--- src/rtl/rowtrk_pkg.sv ---
package rowtrk_pkg;
  localparam int BANK_CNT = 2;

  typedef enum logic [2:0] {
    CmdNop, CmdAct, CmdRead, CmdWrite, CmdPre, CmdStop, CmdOther
  } cmd_e;

  typedef struct packed {
    logic                openEn;
    logic [BANK_CNT-1:0] closeEn;
    logic                burstStart;
    logic                burstEnd;
    logic                bank;
    logic                errSet;
  } strobe_t;
endpackage

--- src/rtl/rowtrk_ctrl.sv ---
module rowtrk_ctrl
  import rowtrk_pkg::*;
(
  input  logic                csN,
  input  logic                rasN,
  input  logic                casN,
  input  logic                weN,
  input  logic                bankAddr,
  input  logic                allBanks,
  input  logic [BANK_CNT-1:0] bankOpen,
  input  logic                burstOn,
  input  logic                burstBank,
  output strobe_t             stb
);
  cmd_e cmd;

  // command decode from the strobe pins
  always_comb begin
    cmd = CmdOther;
    if (csN) begin
      cmd = CmdNop;
    end else begin
      case ({rasN, casN, weN})
        3'b111:  cmd = CmdNop;
        3'b011:  cmd = CmdAct;
        3'b101:  cmd = CmdRead;
        3'b100:  cmd = CmdWrite;
        3'b010:  cmd = CmdPre;
        3'b110:  cmd = CmdStop;
        default: cmd = CmdOther;
      endcase
    end
  end

  // legality check and strobe generation
  always_comb begin
    stb      = '0;
    stb.bank = bankAddr;
    case (cmd)
      CmdAct: begin
        if (bankOpen[bankAddr]) stb.errSet = 1'b1;
        else                    stb.openEn = 1'b1;
      end
      CmdRead, CmdWrite: begin
        if (bankOpen[bankAddr]) stb.burstStart = 1'b1;
        else                    stb.errSet     = 1'b1;
      end
      CmdPre: begin
        if (allBanks) begin
          stb.closeEn  = '1;
          stb.burstEnd = 1'b1;
        end else begin
          stb.closeEn[bankAddr] = 1'b1;
          stb.burstEnd = burstOn && (burstBank == bankAddr);
        end
      end
      CmdStop: stb.burstEnd = 1'b1;
      default: ;
    endcase
  end
endmodule

--- src/rtl/rowtrk_dp.sv ---
module rowtrk_dp
  import rowtrk_pkg::*;
#(
  parameter int ROW_W = 11
) (
  input  logic                           clk,
  input  logic                           rstN,
  input  strobe_t                        stb,
  input  logic [ROW_W-1:0]               rowIn,
  output logic [BANK_CNT-1:0]            bankOpen,
  output logic [BANK_CNT-1:0][ROW_W-1:0] openRow,
  output logic                           burstOn,
  output logic                           burstBank,
  output logic                           errPulse
);
  for (genvar g = 0; g < BANK_CNT; g++) begin : gBank
    always_ff @(posedge clk) begin
      if (!rstN) begin
        bankOpen[g] <= 1'b0;
        openRow[g]  <= '0;
      end else if (stb.openEn && (stb.bank == 1'(g))) begin
        bankOpen[g] <= 1'b1;
        openRow[g]  <= rowIn;
      end else if (stb.closeEn[g]) begin
        bankOpen[g] <= 1'b0;
      end
    end
  end

  always_ff @(posedge clk) begin
    if (!rstN) begin
      burstOn   <= 1'b0;
      burstBank <= 1'b0;
      errPulse  <= 1'b0;
    end else begin
      errPulse <= stb.errSet;
      if (stb.burstStart) begin
        burstOn   <= 1'b1;
        burstBank <= stb.bank;
      end else if (stb.burstEnd) begin
        burstOn <= 1'b0;
      end
    end
  end
endmodule

--- src/rtl/rowtrk_top.sv ---
module rowtrk_top
  import rowtrk_pkg::*;
#(
  parameter int ROW_W = 11
) (
  input  logic             clk,
  input  logic             rstN,
  input  logic             csN,
  input  logic             rasN,
  input  logic             casN,
  input  logic             weN,
  input  logic             bankAddr,
  input  logic [ROW_W-1:0] addr,
  output logic [1:0]       bankOpen,
  output logic [ROW_W-1:0] openRowA,
  output logic [ROW_W-1:0] openRowB,
  output logic             burstOn,
  output logic             burstBank,
  output logic             errPulse
);
  localparam int ALL_BIT = 10;

  strobe_t                        stb;
  logic [BANK_CNT-1:0][ROW_W-1:0] openRow;

  rowtrk_ctrl uCtrl (
    .csN      (csN),
    .rasN     (rasN),
    .casN     (casN),
    .weN      (weN),
    .bankAddr (bankAddr),
    .allBanks (addr[ALL_BIT]),
    .bankOpen (bankOpen),
    .burstOn  (burstOn),
    .burstBank(burstBank),
    .stb      (stb)
  );

  rowtrk_dp #(.ROW_W(ROW_W)) uDp (
    .clk      (clk),
    .rstN     (rstN),
    .stb      (stb),
    .rowIn    (addr),
    .bankOpen (bankOpen),
    .openRow  (openRow),
    .burstOn  (burstOn),
    .burstBank(burstBank),
    .errPulse (errPulse)
  );

  assign openRowA = openRow[0];
  assign openRowB = openRow[1];
endmodule

--- config.mk ---
export PLATFORM = sky130hd
export DESIGN_NAME = rowtrk_top
export DESIGN_NICKNAME = d
export VERILOG_FILES = /design/src/rtl/rowtrk_pkg.sv /design/src/rtl/rowtrk_ctrl.sv /design/src/rtl/rowtrk_dp.sv /design/src/rtl/rowtrk_top.sv
export SDC_FILE = /design/constraint.sdc
export NUM_CORES = 1
export LEC_CHECK = 0
export BUFFER_PORTS_ARGS = -buffer_cell sky130_fd_sc_hd__buf_4
export CELL_PAD_IN_SITES_DETAIL_PLACEMENT = 0
export CELL_PAD_IN_SITES_GLOBAL_PLACEMENT = 1
export CORE_ASPECT_RATIO = 0.75
export CORE_MARGIN = 2
export CORE_UTILIZATION = 37
export CTS_CLUSTER_SIZE = 20
export DETAILED_ROUTE_END_ITERATION = 6
export GPL_TIMING_DRIVEN = 0
export MAX_ROUTING_LAYER = met4
export PLACE_DENSITY = 0.88
export SETUP_SLACK_MARGIN = 0.3
export SLEW_MARGIN = 20
export SYNTH_ARGS = -nofsm -noshare
export SYNTH_HDL_FRONTEND = slang
export SYNTH_HIERARCHICAL = 1
export SYNTH_SLANG_ARGS = --single-unit
--- constraint.sdc ---
create_clock -name clk -period 2.6 [get_ports clk]
set_clock_uncertainty 0.2 [all_clocks]
set_input_delay 0.13 -clock clk [delete_from_list [all_inputs] [get_ports clk]]
set_output_delay 0.13 -clock clk [all_outputs]
set_load 0.02 [all_outputs]
==> run_summary.xml <==
<?xml version="1.0" encoding="UTF-8"?>
<metrics>
  <group name="status">
    <metric name="status" unit="">completed</metric>
  </group>
  <group name="timing">
    <metric name="period_share" unit="%">65.2</metric>
    <metric name="tightestPinTransition" unit="ps">388</metric>
    <metric name="max_clock_freq" unit="MHz">590</metric>
    <metric name="setup_ws" unit="ps">906</metric>
    <metric name="setup_viol" unit="">0</metric>
    <metric name="tns" unit="ps">0</metric>
    <metric name="final-max-slew-violation-count" unit="">0</metric>
    <metric name="relSlewSlack" unit="%">73.5</metric>
    <metric name="layout_min_cycle_time" unit="ps">1690</metric>
    <metric name="rsz0062_at_grt" unit="">no</metric>
    <metric name="final-hold-violation-count" unit="">0</metric>
  </group>
  <group name="clock_tree">
    <metric name="clkSinkCount" unit="">27</metric>
    <metric name="cts_buffer_depth" unit="">2</metric>
    <metric name="cts_made_buffers" unit="">3</metric>
    <metric name="cts.reportedPaths.clkPinSlew" unit="ps">90</metric>
    <metric name="clk_latency" unit="ps">280</metric>
    <metric name="tritoncts" unit="">done</metric>
    <metric name="number_of_instances_resized_during_post_cts_repair" unit="">0</metric>
    <metric name="cts_root_buf" unit="">sky130_fd_sc_hd__clkbuf_8</metric>
    <metric name="ctsHtreeMaxLevel" unit="">1</metric>
  </group>
  <group name="cells_and_area">
    <metric name="num_antenna_cells" unit="">0</metric>
    <metric name="finalInstanceArea" unit="um2">1670</metric>
    <metric name="drive_above_1_share" unit="%">31.8</metric>
    <metric name="area_added_between_synthesis_and_finish" unit="%">49.1</metric>
    <metric name="fillerInstances" unit="">254</metric>
    <metric name="finish.net_count" unit="">195</metric>
  </group>
  <group name="worst_hold_path">
    <metric name="hp-start" unit="">weN</metric>
    <metric name="timing.hold.worst_path_depth" unit="">4</metric>
    <metric name="min_to" unit="">uDp/burstOn</metric>
    <metric name="hold_class" unit="">primary input to flop</metric>
  </group>
  <group name="route">
    <metric name="post_drt_via_cell_ratio" unit="">4.68</metric>
    <metric name="post_drt_wl_per_cell" unit="um">12.4</metric>
    <metric name="num_vias" unit="">1001</metric>
    <metric name="met3WireLength" unit="um">202</metric>
    <metric name="route.detailed.drc" unit="">0</metric>
    <metric name="drt-initial-drc-count" unit="">34</metric>
    <metric name="firstDrtPassIters" unit="">4</metric>
    <metric name="wirelength_met1" unit="um">1210</metric>
    <metric name="routed-wl-met2" unit="um">1230</metric>
    <metric name="ant_nets" unit="">0</metric>
    <metric name="top_signal_layer_used" unit="">met4</metric>
    <metric name="routed_wirelength" unit="um">2660</metric>
  </group>
  <group name="die">
    <metric name="die-width" unit="um">67.6</metric>
    <metric name="die_boundary_height" unit="um">51.7</metric>
    <metric name="rows" unit="">17</metric>
    <metric name="floorplan.initialDensity" unit="%">38.5</metric>
    <metric name="die-area" unit="um2">3490</metric>
    <metric name="placeableCoreArea" unit="um2">2910</metric>
    <metric name="boundaryPins" unit="">45</metric>
  </group>
  <group name="grt">
    <metric name="grt_first_pass_wirelength" unit="um">4440</metric>
    <metric name="grt_remaining_overflow" unit="">0</metric>
    <metric name="grt_start_max_net_pins" unit="">18</metric>
    <metric name="first_global_vias" unit="">998</metric>
    <metric name="antenna_found_initial" unit="">0</metric>
    <metric name="grt.total_usage" unit="%">17.4</metric>
  </group>
  <group name="placement">
    <metric name="gp_congestion" unit="">0.773</metric>
    <metric name="hpwlAfterDp" unit="um">1870</metric>
    <metric name="place.port_buffers" unit="">43</metric>
    <metric name="place_worst_setup_slack" unit="ps">758</metric>
    <metric name="dpl_cell_area" unit="um2">1490</metric>
  </group>
  <group name="yosys">
    <metric name="synthTopCellsByArea" unit="">sky130_fd_sc_hd__dfxtp_1, sky130_fd_sc_hd__mux2i_1, sky130_fd_sc_hd__nand2_1</metric>
    <metric name="synth.net_count" unit="">134</metric>
    <metric name="yosys_register_bits" unit="">27</metric>
    <metric name="yosys_warnings" unit="">6</metric>
    <metric name="post_synthesis_cell_type_count" unit="">20</metric>
    <metric name="synth_area_leader_cell" unit="">sky130_fd_sc_hd__dfxtp_1</metric>
    <metric name="synth_area_per_cell" unit="um2">9.66</metric>
    <metric name="post_synth_instance_area" unit="um2">1120</metric>
    <metric name="synth-edff-count" unit="">0</metric>
    <metric name="most_used_dff_post_synth" unit="">sky130_fd_sc_hd__dfxtp_1</metric>
    <metric name="async_reset_ff_share" unit="%">0</metric>
    <metric name="synth_largest_type_area_fraction" unit="%">48.2</metric>
    <metric name="seq_total_area_yosys" unit="%">48.2</metric>
    <metric name="synth_cells" unit="">116</metric>
  </group>
  <group name="worst_setup_path">
    <metric name="timing.critical_path.slowest_stage_cell" unit="">sky130_fd_sc_hd__dfxtp_1</metric>
    <metric name="critical_path.endpoint_type" unit="">flop</metric>
    <metric name="timing.critical_path.arrival" unit="ps">1700</metric>
    <metric name="cp_num_cells" unit="">7</metric>
    <metric name="cp_top_family" unit="">buffers and inverters</metric>
    <metric name="r2r_cells" unit="">7</metric>
    <metric name="worstSetupStartpointType" unit="">flop</metric>
    <metric name="worstSetupPathType" unit="">flop to flop</metric>
    <metric name="cpPeakStageDelay" unit="ps">340</metric>
    <metric name="critical-path-top-cell-by-count" unit="">sky130_fd_sc_hd__mux2i_1</metric>
    <metric name="regToRegSetupSlack" unit="ps">910</metric>
    <metric name="critical_path.reg2reg.startpoint" unit="">uDp/bankOpen[0]</metric>
    <metric name="worst_path_max_fanout" unit="">10</metric>
    <metric name="path_cells" unit="">mux2i_1, inv_1, nor2_1, and2_1, buf_2, buf_6, mux2i_1</metric>
    <metric name="critical_path_required" unit="ps">2610</metric>
    <metric name="crit_buf_inv" unit="">3</metric>
    <metric name="crit-reg2reg-capture" unit="">uDp/openRow[13]</metric>
  </group>
  <group name="power_and_ir_drop">
    <metric name="power_per_cell_area" unit="nW/um2">460</metric>
    <metric name="power.leakage" unit="nW">0.799</metric>
    <metric name="ir_worst_vdd" unit="uV">304</metric>
  </group>
  <group name="job">
    <metric name="maxCapViolCount" unit="">0</metric>
  </group>
</metrics>
[where the power goes]
group	switching (mW)	leakage (nW)	total [mW]	internal [mW]
Clock	0.140	0.0261	0.253	0.113
Combinational	0.0421	0.555	0.0937	0.0516
Sequential	0.00302	0.218	0.422	0.419
Total	0.185	0.799	0.768	0.583
[routing by layer]
layer	up-vias	GRT usage, %
met5	-	-
met4	0	3.40
met3	4	5.63
met2	35	28.1
met1	460	21.5
li1	502	-
[area by class of cell]
class | instances | area (um2) | area share (%)
clock buffer | 3 | 41.3 | 2.47
inverter | 2 | 7.51 | 0.449
multi-input combinational | 79 | 519 | 31.1
timing repair buffer | 56 | 453 | 27.1
sequential | 27 | 541 | 32.3
buffer | 8 | 53.8 | 3.22
clock inverter | 1 | 8.76 | 0.524
tap | 38 | 47.5 | 2.84
[flip-flops by register name, indices dropped and copies added, names as in the netlist]
register,cells
uDp/burstOn,1
uDp/openRow,22
uDp/errPulse,1
uDp/burstBank,1
uDp/bankOpen,2
[worst register-to-register path, stage by stage, from the launching register on]
cell and delay [ps]:
sky130_fd_sc_hd__dfxtp_1 340, sky130_fd_sc_hd__mux2i_1 180, sky130_fd_sc_hd__inv_1 90, sky130_fd_sc_hd__nor2_1 160, sky130_fd_sc_hd__and2_1 140, sky130_fd_sc_hd__buf_2 140
sky130_fd_sc_hd__buf_6 190, sky130_fd_sc_hd__mux2i_1 200
[cells in the final DEF (no fill, tap or decap)]
cell	instances
sky130_fd_sc_hd__clkbuf_8	3
sky130_fd_sc_hd__mux2i_1	25
sky130_fd_sc_hd__buf_6	1
sky130_fd_sc_hd__nand2b_1	2
sky130_fd_sc_hd__nor2b_1	3
sky130_fd_sc_hd__inv_6	1
sky130_fd_sc_hd__dfxtp_1	27
sky130_fd_sc_hd__buf_2	4
sky130_fd_sc_hd__nor4_1	1
sky130_fd_sc_hd__a21boi_0	1
sky130_fd_sc_hd__and2_1	2
sky130_fd_sc_hd__or3b_1	2
sky130_fd_sc_hd__nand2b_4	1
sky130_fd_sc_hd__dlygate4sd3_1	13
sky130_fd_sc_hd__inv_1	2
sky130_fd_sc_hd__a211oi_1	1
sky130_fd_sc_hd__xnor2_1	1
sky130_fd_sc_hd__nand2_1	33
sky130_fd_sc_hd__a2111oi_0	1
sky130_fd_sc_hd__o21a_1	2
sky130_fd_sc_hd__nor3_1	1
sky130_fd_sc_hd__nor2_1	3
sky130_fd_sc_hd__buf_4	46
[synthesized netlist by cell type (2+ instances only)]
cell type,n
sky130_fd_sc_hd__nand2b_1,2
sky130_fd_sc_hd__nor2b_1,3
sky130_fd_sc_hd__inv_1,2
sky130_fd_sc_hd__buf_4,3
sky130_fd_sc_hd__nor2_1,3
sky130_fd_sc_hd__dfxtp_1,27
sky130_fd_sc_hd__mux2i_1,25
sky130_fd_sc_hd__buf_2,4
sky130_fd_sc_hd__or3b_1,2
sky130_fd_sc_hd__and2_1,2
sky130_fd_sc_hd__o21a_1,2
sky130_fd_sc_hd__nand2_1,33
[worst max path at each step]
stage / slack [ps] / endpoint / from
3_5_place_dp: 760 / uDp/openRow[18] / csN
4_1_cts: 910 / uDp/openRow[13] / uDp/bankOpen[0]
6_report: 910 / uDp/openRow[13] / uDp/bankOpen[0]
2_1_floorplan: 1000 / uDp/bankOpen[1] / uDp/bankOpen[0]
5_1_grt: 790 / uDp/openRow[20] / uDp/bankOpen[0]
3_3_place_gp: 780 / uDp/openRow[15] / csN
[through the flow]
stage               total power [mW]  std cells  utilization (%)  hold slack [ps]
finish                         0.768        214             57.4             48.1
detailed placement             0.509        197             51.2              217
global placement               0.508        197             51.2              202
CTS                            0.776        214             57.4             36.7
floorplan                      0.471        116                -             91.5
global route                   0.807        214             57.4             72.5
[timing repair]
action | in CTS | in global routing
endpoints found under the setup margin | 0 | 0
hold endpoints to repair | 22 | 0
buffers inserted | 0 | 0
hold buffers | 13 | 0
[kinds of logic (layout without fill, tap and decap cells)]
logic type	Yosys count	in the layout	synth area share, %
buffers and inverters	10	70	5.47
flip-flops	27	27	48.2
XOR/XNOR	1	1	0.781
AND/OR/NAND/NOR	48	48	19.8
AO/OA/AOI/OAI	5	5	3.46
multiplexers	25	25	22.3
Note: power is estimated with default switching activity, not from simulation.
